`src/rtl/asc_pkg.sv`:
```
// Shared constants for the sample conditioner.
// Assumes: gain has GAIN_W-1 fractional bits; offset counts quarter LSBs.
package asc_pkg;
    localparam int GAIN_W    = 16;
    localparam int GAIN_ONE  = 32768;  // x1.0
    localparam int GAIN_MIN  = 31130;  // 0.95 rounded
    localparam int GAIN_MAX  = 34406;  // 1.05 rounded
    localparam int OFF_W     = 10;
    localparam int OFF_LIM   = 400;
    localparam int OFF_FRAC  = 2;      // quarter-LSB steps
    localparam int SAMPLE_W  = 8;
endpackage

```
`src/rtl/asc_coef_regs.sv`:
```
// Coefficient and control register bank.
// Does: decodes writes, clamps gain/offset into the calibration window,
// and flags a clamped write for one cycle.
// Assumes: a write lands at the clock edge where cfg_we is high.
module asc_coef_regs import asc_pkg::*; #(
    parameter int NCH = 2,
    parameter int GW  = GAIN_W,
    parameter int OW  = OFF_W,
    parameter int AW  = 3
) (
    input  logic              clk,
    input  logic              rst_n,
    input  logic              we,
    input  logic [AW-1:0]     addr,
    input  logic [GW-1:0]     wdata,
    output logic [NCH*GW-1:0] gain_o,
    output logic [NCH*OW-1:0] off_o,
    output logic [NCH-1:0]    en_o,
    output logic              test_o,
    output logic              err_o
);
    localparam int FIRST_COEF = 2;
    localparam int LAST_COEF  = FIRST_COEF + 2*NCH - 1;

    logic [GW-1:0]        g_cl;
    logic                 g_bad;
    logic signed [OW-1:0] o_cl;
    logic                 o_bad;
    logic signed [GW-1:0] o_raw;
    logic                 coef_addr;
    logic [NCH:0]         ctrl_q;

    // Clamp the incoming gain into its window.
    always_comb begin
        g_bad = 1'b1;
        if (wdata < GW'(GAIN_MIN))      g_cl = GW'(GAIN_MIN);
        else if (wdata > GW'(GAIN_MAX)) g_cl = GW'(GAIN_MAX);
        else begin
            g_cl  = wdata;
            g_bad = 1'b0;
        end
    end

    // Clamp the incoming signed offset into +/- OFF_LIM.
    always_comb begin
        o_raw = $signed(wdata);
        o_bad = 1'b1;
        if (o_raw > GW'(OFF_LIM))       o_cl = OW'(OFF_LIM);
        else if (o_raw < -GW'(OFF_LIM)) o_cl = -OW'(OFF_LIM);
        else begin
            o_cl  = OW'(o_raw);
            o_bad = 1'b0;
        end
    end

    assign coef_addr = (int'(addr) >= FIRST_COEF) && (int'(addr) <= LAST_COEF);

    // Control word: lane enables and test switch.
    always_ff @(posedge clk) begin
        if (!rst_n)                      ctrl_q <= {1'b0, {NCH{1'b1}}};
        else if (we && addr == AW'(0))   ctrl_q <= wdata[NCH:0];
    end
    assign en_o   = ctrl_q[NCH-1:0];
    assign test_o = ctrl_q[NCH];

    // Error pulse for a clamped coefficient write.
    always_ff @(posedge clk) begin
        if (!rst_n) err_o <= 1'b0;
        else        err_o <= we && coef_addr && (addr[0] ? o_bad : g_bad);
    end

    a_r4_err_follows_write: assert property (@(posedge clk) disable iff (!rst_n)
        err_o |-> $past(we));

    for (genvar c = 0; c < NCH; c++) begin : g_ch
        logic [GW-1:0]        gain_q;
        logic signed [OW-1:0] off_q;

        // Per-lane gain register.
        always_ff @(posedge clk) begin
            if (!rst_n)                                   gain_q <= GW'(GAIN_ONE);
            else if (we && addr == AW'(FIRST_COEF + 2*c)) gain_q <= g_cl;
        end

        // Per-lane offset register.
        always_ff @(posedge clk) begin
            if (!rst_n)                                       off_q <= '0;
            else if (we && addr == AW'(FIRST_COEF + 2*c + 1)) off_q <= o_cl;
        end

        assign gain_o[c*GW +: GW] = gain_q;
        assign off_o[c*OW +: OW]  = off_q;

        a_r4_gain_in_window: assert property (@(posedge clk) disable iff (!rst_n)
            gain_q >= GW'(GAIN_MIN) && gain_q <= GW'(GAIN_MAX));
        a_r5_off_in_window: assert property (@(posedge clk) disable iff (!rst_n)
            off_q >= -OW'(OFF_LIM) && off_q <= OW'(OFF_LIM));
    end
endmodule

```
`src/rtl/asc_ramp_gen.sv`:
```
// Shared ascending test ramp.
// Does: counts one step per valid input cycle while test mode is on.
// Assumes: natural 8-bit wrap gives the 0x7F -> 0x80 step.
module asc_ramp_gen #(
    parameter int DW = 8
) (
    input  logic          clk,
    input  logic          rst_n,
    input  logic          test_i,
    input  logic          v_i,
    output logic [DW-1:0] ramp_o
);
    // Advance on each valid sample in test mode.
    always_ff @(posedge clk) begin
        if (!rst_n)              ramp_o <= '0;
        else if (test_i && v_i)  ramp_o <= ramp_o + DW'(1);
    end

    a_r6_ramp_step: assert property (@(posedge clk) disable iff (!rst_n)
        (test_i && v_i) |=> ramp_o == $past(ramp_o) + DW'(1));
    a_r6_ramp_hold: assert property (@(posedge clk) disable iff (!rst_n)
        !(test_i && v_i) |=> $stable(ramp_o));
endmodule

```
`src/rtl/asc_lane.sv`:
```
// One lane of correction: capture, multiply-add, round, saturate.
// Does: two register stages; output valid gated by the lane enable.
// Assumes: gain is unsigned with GW-1 fraction bits, offset in quarter LSBs.
module asc_lane import asc_pkg::*; #(
    parameter int DW = SAMPLE_W,
    parameter int GW = GAIN_W,
    parameter int OW = OFF_W
) (
    input  logic          clk,
    input  logic          rst_n,
    input  logic [DW-1:0] x_i,
    input  logic          v_i,
    input  logic          en_i,
    input  logic [GW-1:0] gain_i,
    input  logic [OW-1:0] off_i,
    output logic [DW-1:0] y_o,
    output logic          v_o
);
    localparam int SW    = DW + GW + 2;
    localparam int FRAC  = GW - 1;
    localparam int OSH   = FRAC - OFF_FRAC;
    localparam int RND   = 1 << (FRAC - 1);
    localparam int YMAX  = (1 << (DW - 1)) - 1;
    localparam int YMIN  = -(1 << (DW - 1));

    logic [DW-1:0]        x_q;
    logic                 v_q;
    logic signed [SW-1:0] prod, acc, scaled;
    logic [DW-1:0]        y_d;

    // Stage 1: capture the selected sample.
    always_ff @(posedge clk) begin
        if (!rst_n) begin
            x_q <= '0;
            v_q <= 1'b0;
        end else begin
            x_q <= x_i;
            v_q <= v_i;
        end
    end

    // Multiply, add offset and half-LSB, scale back, saturate.
    always_comb begin
        prod   = SW'($signed(x_q)) * SW'($signed({1'b0, gain_i}));
        acc    = prod + (SW'($signed(off_i)) <<< OSH) + SW'(RND);
        scaled = acc >>> FRAC;
        if (scaled > SW'(YMAX))      y_d = DW'(YMAX);
        else if (scaled < SW'(YMIN)) y_d = DW'(YMIN);
        else                         y_d = scaled[DW-1:0];
    end

    // Stage 2: register result and gated valid.
    always_ff @(posedge clk) begin
        if (!rst_n) begin
            y_o <= '0;
            v_o <= 1'b0;
        end else begin
            y_o <= y_d;
            v_o <= v_q && en_i;
        end
    end

    a_r8_two_stage: assert property (@(posedge clk) disable iff (!rst_n)
        v_o |-> $past(v_i, 2));
    a_r7_enable_gate: assert property (@(posedge clk) disable iff (!rst_n)
        v_o |-> $past(en_i));
endmodule

```
`src/rtl/adc_sample_cond.sv`:
```
// Two-lane sample conditioner top.
// Does: selects live or ramp samples, corrects each lane with its own
// coefficients and gates each output valid with its enable bit.
// Assumes: both lanes share clk and a single input valid.
module adc_sample_cond import asc_pkg::*; #(
    parameter int NCH = 2,
    parameter int DW  = SAMPLE_W,
    parameter int GW  = GAIN_W,
    parameter int OW  = OFF_W,
    parameter int AW  = $clog2(2 + 2*NCH)
) (
    input  logic              clk,
    input  logic              rst_n,
    input  logic              cfg_we,
    input  logic [AW-1:0]     cfg_addr,
    input  logic [GW-1:0]     cfg_wdata,
    output logic              cfg_err,
    input  logic              in_valid,
    input  logic [NCH*DW-1:0] in_data,
    output logic [NCH-1:0]    out_valid,
    output logic [NCH*DW-1:0] out_data
);
    logic [NCH*GW-1:0] gain_w;
    logic [NCH*OW-1:0] off_w;
    logic [NCH-1:0]    en_w;
    logic              test_w;
    logic [DW-1:0]     ramp_w;

    asc_coef_regs #(.NCH(NCH), .GW(GW), .OW(OW), .AW(AW)) u_regs (
        .clk(clk), .rst_n(rst_n), .we(cfg_we), .addr(cfg_addr),
        .wdata(cfg_wdata), .gain_o(gain_w), .off_o(off_w),
        .en_o(en_w), .test_o(test_w), .err_o(cfg_err)
    );

    asc_ramp_gen #(.DW(DW)) u_ramp (
        .clk(clk), .rst_n(rst_n), .test_i(test_w), .v_i(in_valid),
        .ramp_o(ramp_w)
    );

    for (genvar c = 0; c < NCH; c++) begin : g_lane
        logic [DW-1:0] x_sel;
        assign x_sel = test_w ? ramp_w : in_data[c*DW +: DW];

        asc_lane #(.DW(DW), .GW(GW), .OW(OW)) u_lane (
            .clk(clk), .rst_n(rst_n), .x_i(x_sel), .v_i(in_valid),
            .en_i(en_w[c]), .gain_i(gain_w[c*GW +: GW]),
            .off_i(off_w[c*OW +: OW]), .y_o(out_data[c*DW +: DW]),
            .v_o(out_valid[c])
        );
    end
endmodule

```
`config.mk`:
```
export PLATFORM = sky130hd
export DESIGN_NAME = adc_sample_cond
export DESIGN_NICKNAME = d
export VERILOG_FILES = /design/src/rtl/asc_pkg.sv /design/src/rtl/asc_coef_regs.sv /design/src/rtl/asc_ramp_gen.sv /design/src/rtl/asc_lane.sv /design/src/rtl/adc_sample_cond.sv
export SDC_FILE = /design/constraint.sdc
export NUM_CORES = 1
export LEC_CHECK = 0
export ABC_AREA = 1
export BUFFER_PORTS_ARGS = -buffer_cell sky130_fd_sc_hd__buf_2
export CORE_ASPECT_RATIO = 1.1
export CORE_MARGIN = 5
export CORE_UTILIZATION = 40
export DETAILED_ROUTE_END_ITERATION = 7
export GPL_TIMING_DRIVEN = 0
export PLACE_DENSITY = 0.58
export SLEW_MARGIN = 10
export SYNTH_ARGS = -nofsm -noshare
export SYNTH_HDL_FRONTEND = slang
export SYNTH_SLANG_ARGS = --single-unit
```
`constraint.sdc`:
```
create_clock -name clk -period 10.4 [get_ports clk]
set_input_delay 0 -clock clk [delete_from_list [all_inputs] [get_ports clk]]
set_output_delay 0 -clock clk [all_outputs]
set_load 0.01 [all_outputs]
```
**Yosys cells after proc, flatten, opt, wreduce, memory -nomap -nowiden**

Index checks and enable logic that the tools add are counted.

- Bits in registers: 99
- Input bits: 39
- Word-level logic and storage cells: 67

- Add/sub/neg operators: 5
- $mul: 2
- Order comparisons: 10
- Equal/unequal tests: 4
- Mux-type cells: 15
- Bitwise gates (word level): 1
- Reductions and logical operators: 14

Operators by type and width:

| cell | count |
|---|---|
| $add A25 B23 Y26 | 2 |
| $add A26 B16 Y26 const B | 2 |
| $mul A8 B17 Y25 | 2 |
| $mux W16 | 2 |
| $mux W8 | 4 |
| $gt A11 B8 Y1 const B | 2 |
| $lt A11 B8 Y1 const B | 2 |
| $mux W10 | 2 |
| $gt A16 B10 Y1 const B | 1 |
| $gt A16 B16 Y1 const B | 1 |
| $lt A16 B10 Y1 const B | 1 |
| $lt A16 B15 Y1 const B | 1 |
| $mux W7 | 2 |
| $logic_and A1 B1 Y1 | 11 |
| $add A8 B1 Y8 const B | 1 |
| $eq A3 B2 Y1 const B | 2 |
| $eq A3 B3 Y1 const B | 2 |
| $mux W1 | 5 |
| $reduce_or A2 Y1 | 2 |
| $ge A3 B2 Y1 const B | 1 |
| $le A3 B3 Y1 const B | 1 |
| $logic_not A3 Y1 | 1 |
| $not A1 Y1 | 1 |

**Logic depth before layout (Yosys ltp)**

- Depth after elaboration: 6
- Depth in mapped cells: 28

**Modules after synthesis**

A second synthesis with hierarchy kept.

- Cell total of the unflattened synthesis: 2018
- Area total of the unflattened synthesis: 14058.5 um^2

By module, submodules not included:

| module | instances | cells an instance | area an instance (um^2) |
|---|---|---|---|
| asc_lane (g_lane[0].u_lane) | 1 | 775 | 5507.8 |
| asc_lane (g_lane[1].u_lane) | 1 | 780 | 5499.0 |
| asc_coef_regs | 1 | 357 | 2438.6 |
| asc_ramp_gen | 1 | 63 | 410.4 |
| adc_sample_cond | 1 | 43 | 202.7 |

**Least setup slack after synthesis**

OpenSTA, ideal clock, no wires.

- Kind: reg2reg
- From: register g_lane[1].u_lane.x_q[7]
- To: register g_lane[1].u_lane.y_o[0]
- Data arrival time: 4.658 ns
- Slack: 5.603 ns
- Stages on the path, launching flop included: 21
- Buffers on the path: 1
- Period minus slack after synthesis: 4.797 ns
- Path through: dfxtp_1 -> inv_1 -> buf_1 -> nor2_1 -> fa_1 -> inv_1 -> fa_1 -> fa_1 -> inv_1 -> fa_1 -> ha_1 -> ha_1 -> a21oi_1 -> o21bai_1 -> nand2_1 -> and2_0 -> nand4_1 -> nand2_2 -> inv_2 -> nand2_4 -> a21oi_2

- Cells in the longest elaborated chain, start to end: 6
- Elaborated cells on any way between the ends: 7
- Those cells by class: add/sub: 2; mul: 1; order compare: 2; mux: 2

Ends and longest elaborated chain:

| element | RTL line | text |
|---|---|---|
| start, declared | asc_lane.sv:26 | `logic [DW-1:0] x_q;` |
| start signal, assigned | asc_lane.sv:37 | `x_q <= x_i;` |
| $mul A8 B17 Y25 (*) | asc_lane.sv:44 | `prod = SW'($signed(x_q)) * SW'($signed({1'b0, gain_i}));` |
| $add A25 B23 Y26 (*) | asc_lane.sv:45 | `acc = prod + (SW'($signed(off_i)) <<< OSH) + SW'(RND);` |
| $add A26 B16 Y26 (*) | asc_lane.sv:45 |  |
| $lt A11 B8 Y1 | asc_lane.sv:48 | `else if (scaled < SW'(YMIN)) y_d = DW'(YMIN);` |
| $mux W8 | asc_lane.sv:48 |  |
| $mux W7 (*) | asc_lane.sv:47 | `if (scaled > SW'(YMAX)) y_d = DW'(YMAX);` |
| end signal, assigned | asc_lane.sv:58 | `y_o <= y_d;` |
| end, declared | asc_lane.sv:16 | `output logic [DW-1:0] y_o,` |

Mark *: on every way between the ends. The rest lies on a longest branch, timed or not.
A chain may end at the register's enable or synchronous reset.

**Worst setup path in the final report**

- From: register g_lane[0].u_lane.x_q[7]
- To: register g_lane[0].u_lane.y_o[2]

- Cells in the longest elaborated chain, start to end: 6
- Elaborated cells on any way between the ends: 7
- Those cells by class: add/sub: 2; mul: 1; order compare: 2; mux: 2

Ends and longest elaborated chain:

| element | RTL line |
|---|---|
| start, declared | asc_lane.sv:26 |
| start signal, assigned | asc_lane.sv:37 |
| $mul A8 B17 Y25 (*) | asc_lane.sv:44 |
| $add A25 B23 Y26 (*) | asc_lane.sv:45 |
| $add A26 B16 Y26 (*) | asc_lane.sv:45 |
| $lt A11 B8 Y1 | asc_lane.sv:48 |
| $mux W8 | asc_lane.sv:48 |
| $mux W7 (*) | asc_lane.sv:47 |
| end signal, assigned | asc_lane.sv:58 |
| end, declared | asc_lane.sv:16 |

Marked as above.

==> impl_metrics.csv <==
group,metric,value,unit
power_and_ir_drop,p_leak,9.124,nW
route,drt_iter0_drc,745,
critical_path,worstSetupPathType,"reg -> reg",
finish,antenna_cells,0,
placed_design,hpwlAfterDp,28790,µm
floorplanning,rows,70,
sta,drv_slew,0,
power_and_ir_drop,pwr-share-clk,0.297,
grt,grt_pass1_vias,11560,
critical_path,crit_arrival,5.90,ns
synth,syn_avg_cell_area,7.185,µm²
hold_path,hp-class,"in -> reg",
synth,synth_cells,1893,
finish,syn_to_final_growth,9.916,%
sta,clock_skew,0.006808,ns
route,routed_via_density,4.738,
sta,final.setup.tns,0,ns
synth,synth_xor_area_frac,0.007083,
placed_design,routabilityCongestion,0.8848,
run,maxCapViolations,0,
clock_network,cts_tree,"built",
sta,worst_slew_pin_slew,0.8469,ns
synth,synth_fa_ha_area_frac,0.4009,
synth,synth.distinct_cells,41,
sta,setup_viol,0,
critical_path,required,10.62,ns
floorplanning,coreArea,33460,µm²
synth,synth-seq-area-share,0.1457,
synth,ys.flop_type,"dfxtp_1",
clock_network,numCtsBuffers,9,
floorplanning,die_h,203.4,µm
clock_network,cts_buffer_depth,2,
finish,drive_gt1_frac,0.06798,
placed_design,portBuffers,56,
power_and_ir_drop,pwr-share-seq,0.329,
sta,hold_violations,0,
grt,grt_max_degree,20,
route,ant_nets,0,
sta,period_needed,5.683,ns
route,num_vias,11460,
run_status,status,"complete, no violations",
power_and_ir_drop,p_sw_frac,0.3918,
finish,nNetsFinal,2343,
sta,rsz0062_at_grt,"false",
power_and_ir_drop,power.total,0.001258,W
sta,period_share,0.5465,
synth,synth_top_area_cell,"fa_1",
critical_path,cp-startpoint,"g_lane[0].u_lane.x_q[7]",
hold_path,min-delay-start,"cfg_wdata[6]",
critical_path,end_kind,"register",
grt,track_usage,0.1905,
grt,grt_first_pass_wirelength,57980,µm
sta,fin_ws,4.717,ns
route,drc,0,
power_and_ir_drop,combPwrFrac,0.374,
sta,timing.fmax,0.1760,GHz
synth,yosysWarningCount,0,
critical_path,crit_path_max_fanout,11,
synth,synth_top_family_by_area,"adder cells",
clock_network,clock_latency,0.36,ns
synth,synth_seq_cells,99,
power_and_ir_drop,peakVddDrop,0.00007251,V
critical_path,reg2reg_from,"g_lane[0].u_lane.x_q[7]",
synth,synthTopCellsByArea,"fa_1 (28%), dfxtp_1 (15%), nand2_1 (14%)",
clock_network,clock-sinks,99,
synth,synthSimpleGateAreaFrac,0.2167,
clock_network,clockRootBuffer,"clkbuf_16",
clock_network,clkTransAtPathRegs,0.08,ns
power_and_ir_drop,powerDensity,84.15,nW/µm²
sta,relSlewSlack,0.4354,
synth,muxShareOfSynthArea,0,
power_and_ir_drop,internal-power,0.0007652,W
floorplanning,fp.dieW,185.8,µm
floorplanning,io_pins,58,
synth,postSynth.asyncResetShare,0,
power_and_ir_drop,p_sw,0.0004929,W
grt,overflow,0,
grt,grt_antenna_before_repair,0,
route,dr.pass1.iters,6,
route,routedWlPerCell,14.20,µm
synth,synth_edf_count,0,
sta,whs,0.04998,ns
finish,layout_common_cells,"nand2_1 (501), inv_1 (492), fa_1 (188)",
synth,synth_compound_area_frac,0.07074,
synth,synth_top_area_share,0.2767,
floorplanning,initial_core_util,0.4065,
route,wirelength,34330,µm
synth,synth_nets,2255,
critical_path,startpoint_type,"register",
placed_design,post-place-ws,4.713,ns
clock_network,htreeDepth,3,
synth,netlist_area,13600,µm²
finish,final_common_cell,"nand2_1",
floorplanning,dieArea,37800,µm²
-- cell usage after synthesis (2+ instances only) --
master and n:
nand2_4 4, a21oi_2 14, a211oi_1 2, nand4_1 14, inv_1 492, and3_1 2
o21ai_0 60, nor2_1 121, buf_1 4, nand2_2 14, buf_2 5, a211o_1 2
o21bai_1 5, xnor2_1 5, nor4_2 4, or2_2 2, fa_1 188, nor2_2 5
o21a_1 3, nand2_1 501, a21oi_1 77, nor3_1 5, ha_1 135, xor2_1 6
nand3b_1 4, buf_4 2, clkbuf_1 63, o21ai_1 5, nand3_2 3, o211ai_1 2
nand3_1 29, inv_2 6, a31oi_1 2, dfxtp_1 99, nor3_2 2
-- final timing paths --
kind	slack (ns)	end	cells after the start
worst max-delay path	4.72	g_lane[0].u_lane.y_o[2]	18
worst min-delay path	0.05	u_regs.g_ch[1].off_q[6]	3
worst max register to register	4.72	g_lane[0].u_lane.y_o[2]	18
worst min register to register	0.43	g_lane[0].u_lane.v_o	2
-- layer usage --
layer,global-route usage,vias up,part of all wire
met5,0,-,0
met4,0.04217,0,0.015
met3,0.03068,33,0.055
met2,0.2892,270,0.43
met1,0.2860,5432,0.50
li1,-,5721,-
-- stage by stage --
| step | util | area [µm²] | instances |
|---|---|---|---|
| floorplan | - | 13600 | 1893 |
| global placement | 0.4311 | 14420 | 2381 |
| detailed placement | 0.4311 | 14420 | 2381 |
| CTS | 0.4469 | 14950 | 2418 |
| global route | 0.4469 | 14950 | 2418 |
| finish | 0.4469 | 14950 | 2418 |
-- logic make-up after synthesis --
| kind of cell | after synthesis |
|---|---|
| DFF | 99 |
| adders and majority gates | 323 |
| buffers and inverters | 572 |
| AOI/OAI and AO/OA | 173 |
| and+or+nand+nor | 715 |
| xor gates and xnor gates | 11 |
-- repair_timing --
action                    CTS  global route
hold endpoints to repair   24             0
hold buffers               21             0
buffers inserted            0             0
resized for setup           0             0
-- sequential cells by signal, summed over array words and instances, names as in the netlist --
signal	flops
u_ramp.ramp_o	8
u_regs.g_ch.gain_q	32
u_regs.ctrl_q	3
g_lane.u_lane.v_o	2
g_lane.u_lane.x_q	16
g_lane.u_lane.y_o	16
g_lane.u_lane.v_q	1
u_regs.err_o	1
u_regs.g_ch.off_q	20
-- cell type report --
cell class	instances	area [µm²]
Buffer	74	291.5
Clock buffer	9	225.2
Clock inverter	7	92.59
Fill cell	3462	18510
Inverter	498	1869
Multi-Input combinational cell	1222	9459
Sequential cell	99	1982
Tap cell	432	540.5
Timing Repair Buffer	77	490.5
-- power by group through the flow --
stage                     Sequential (W)  Combinational, W  Clock, W
after global placement          0.000422          0.000463         0
after CTS                       0.000414          0.000476  0.000378
after global routing            0.000416          0.000542  0.000398
final                           0.000414          0.000471  0.000374
after detailed placement        0.000423          0.000465         0
after floorplan                 0.000425          0.000334         0
-- critical path, stage by stage, from the launching register on --
cell     delay [ns]
dfxtp_1        0.36
inv_1          0.26
buf_1          0.61
nor2_1         0.16
fa_1           0.49
fa_1           0.50
fa_1           0.52
fa_1           0.60
fa_1           0.43
ha_1           0.33
nand2_1        0.12
nor4_2         0.45
nand3_1        0.18
nand3_1        0.10
nand2_1        0.06
nand2_2        0.09
inv_2          0.06
nand2_4        0.13
a21oi_2        0.07
(Power assumes the default switching activity.)
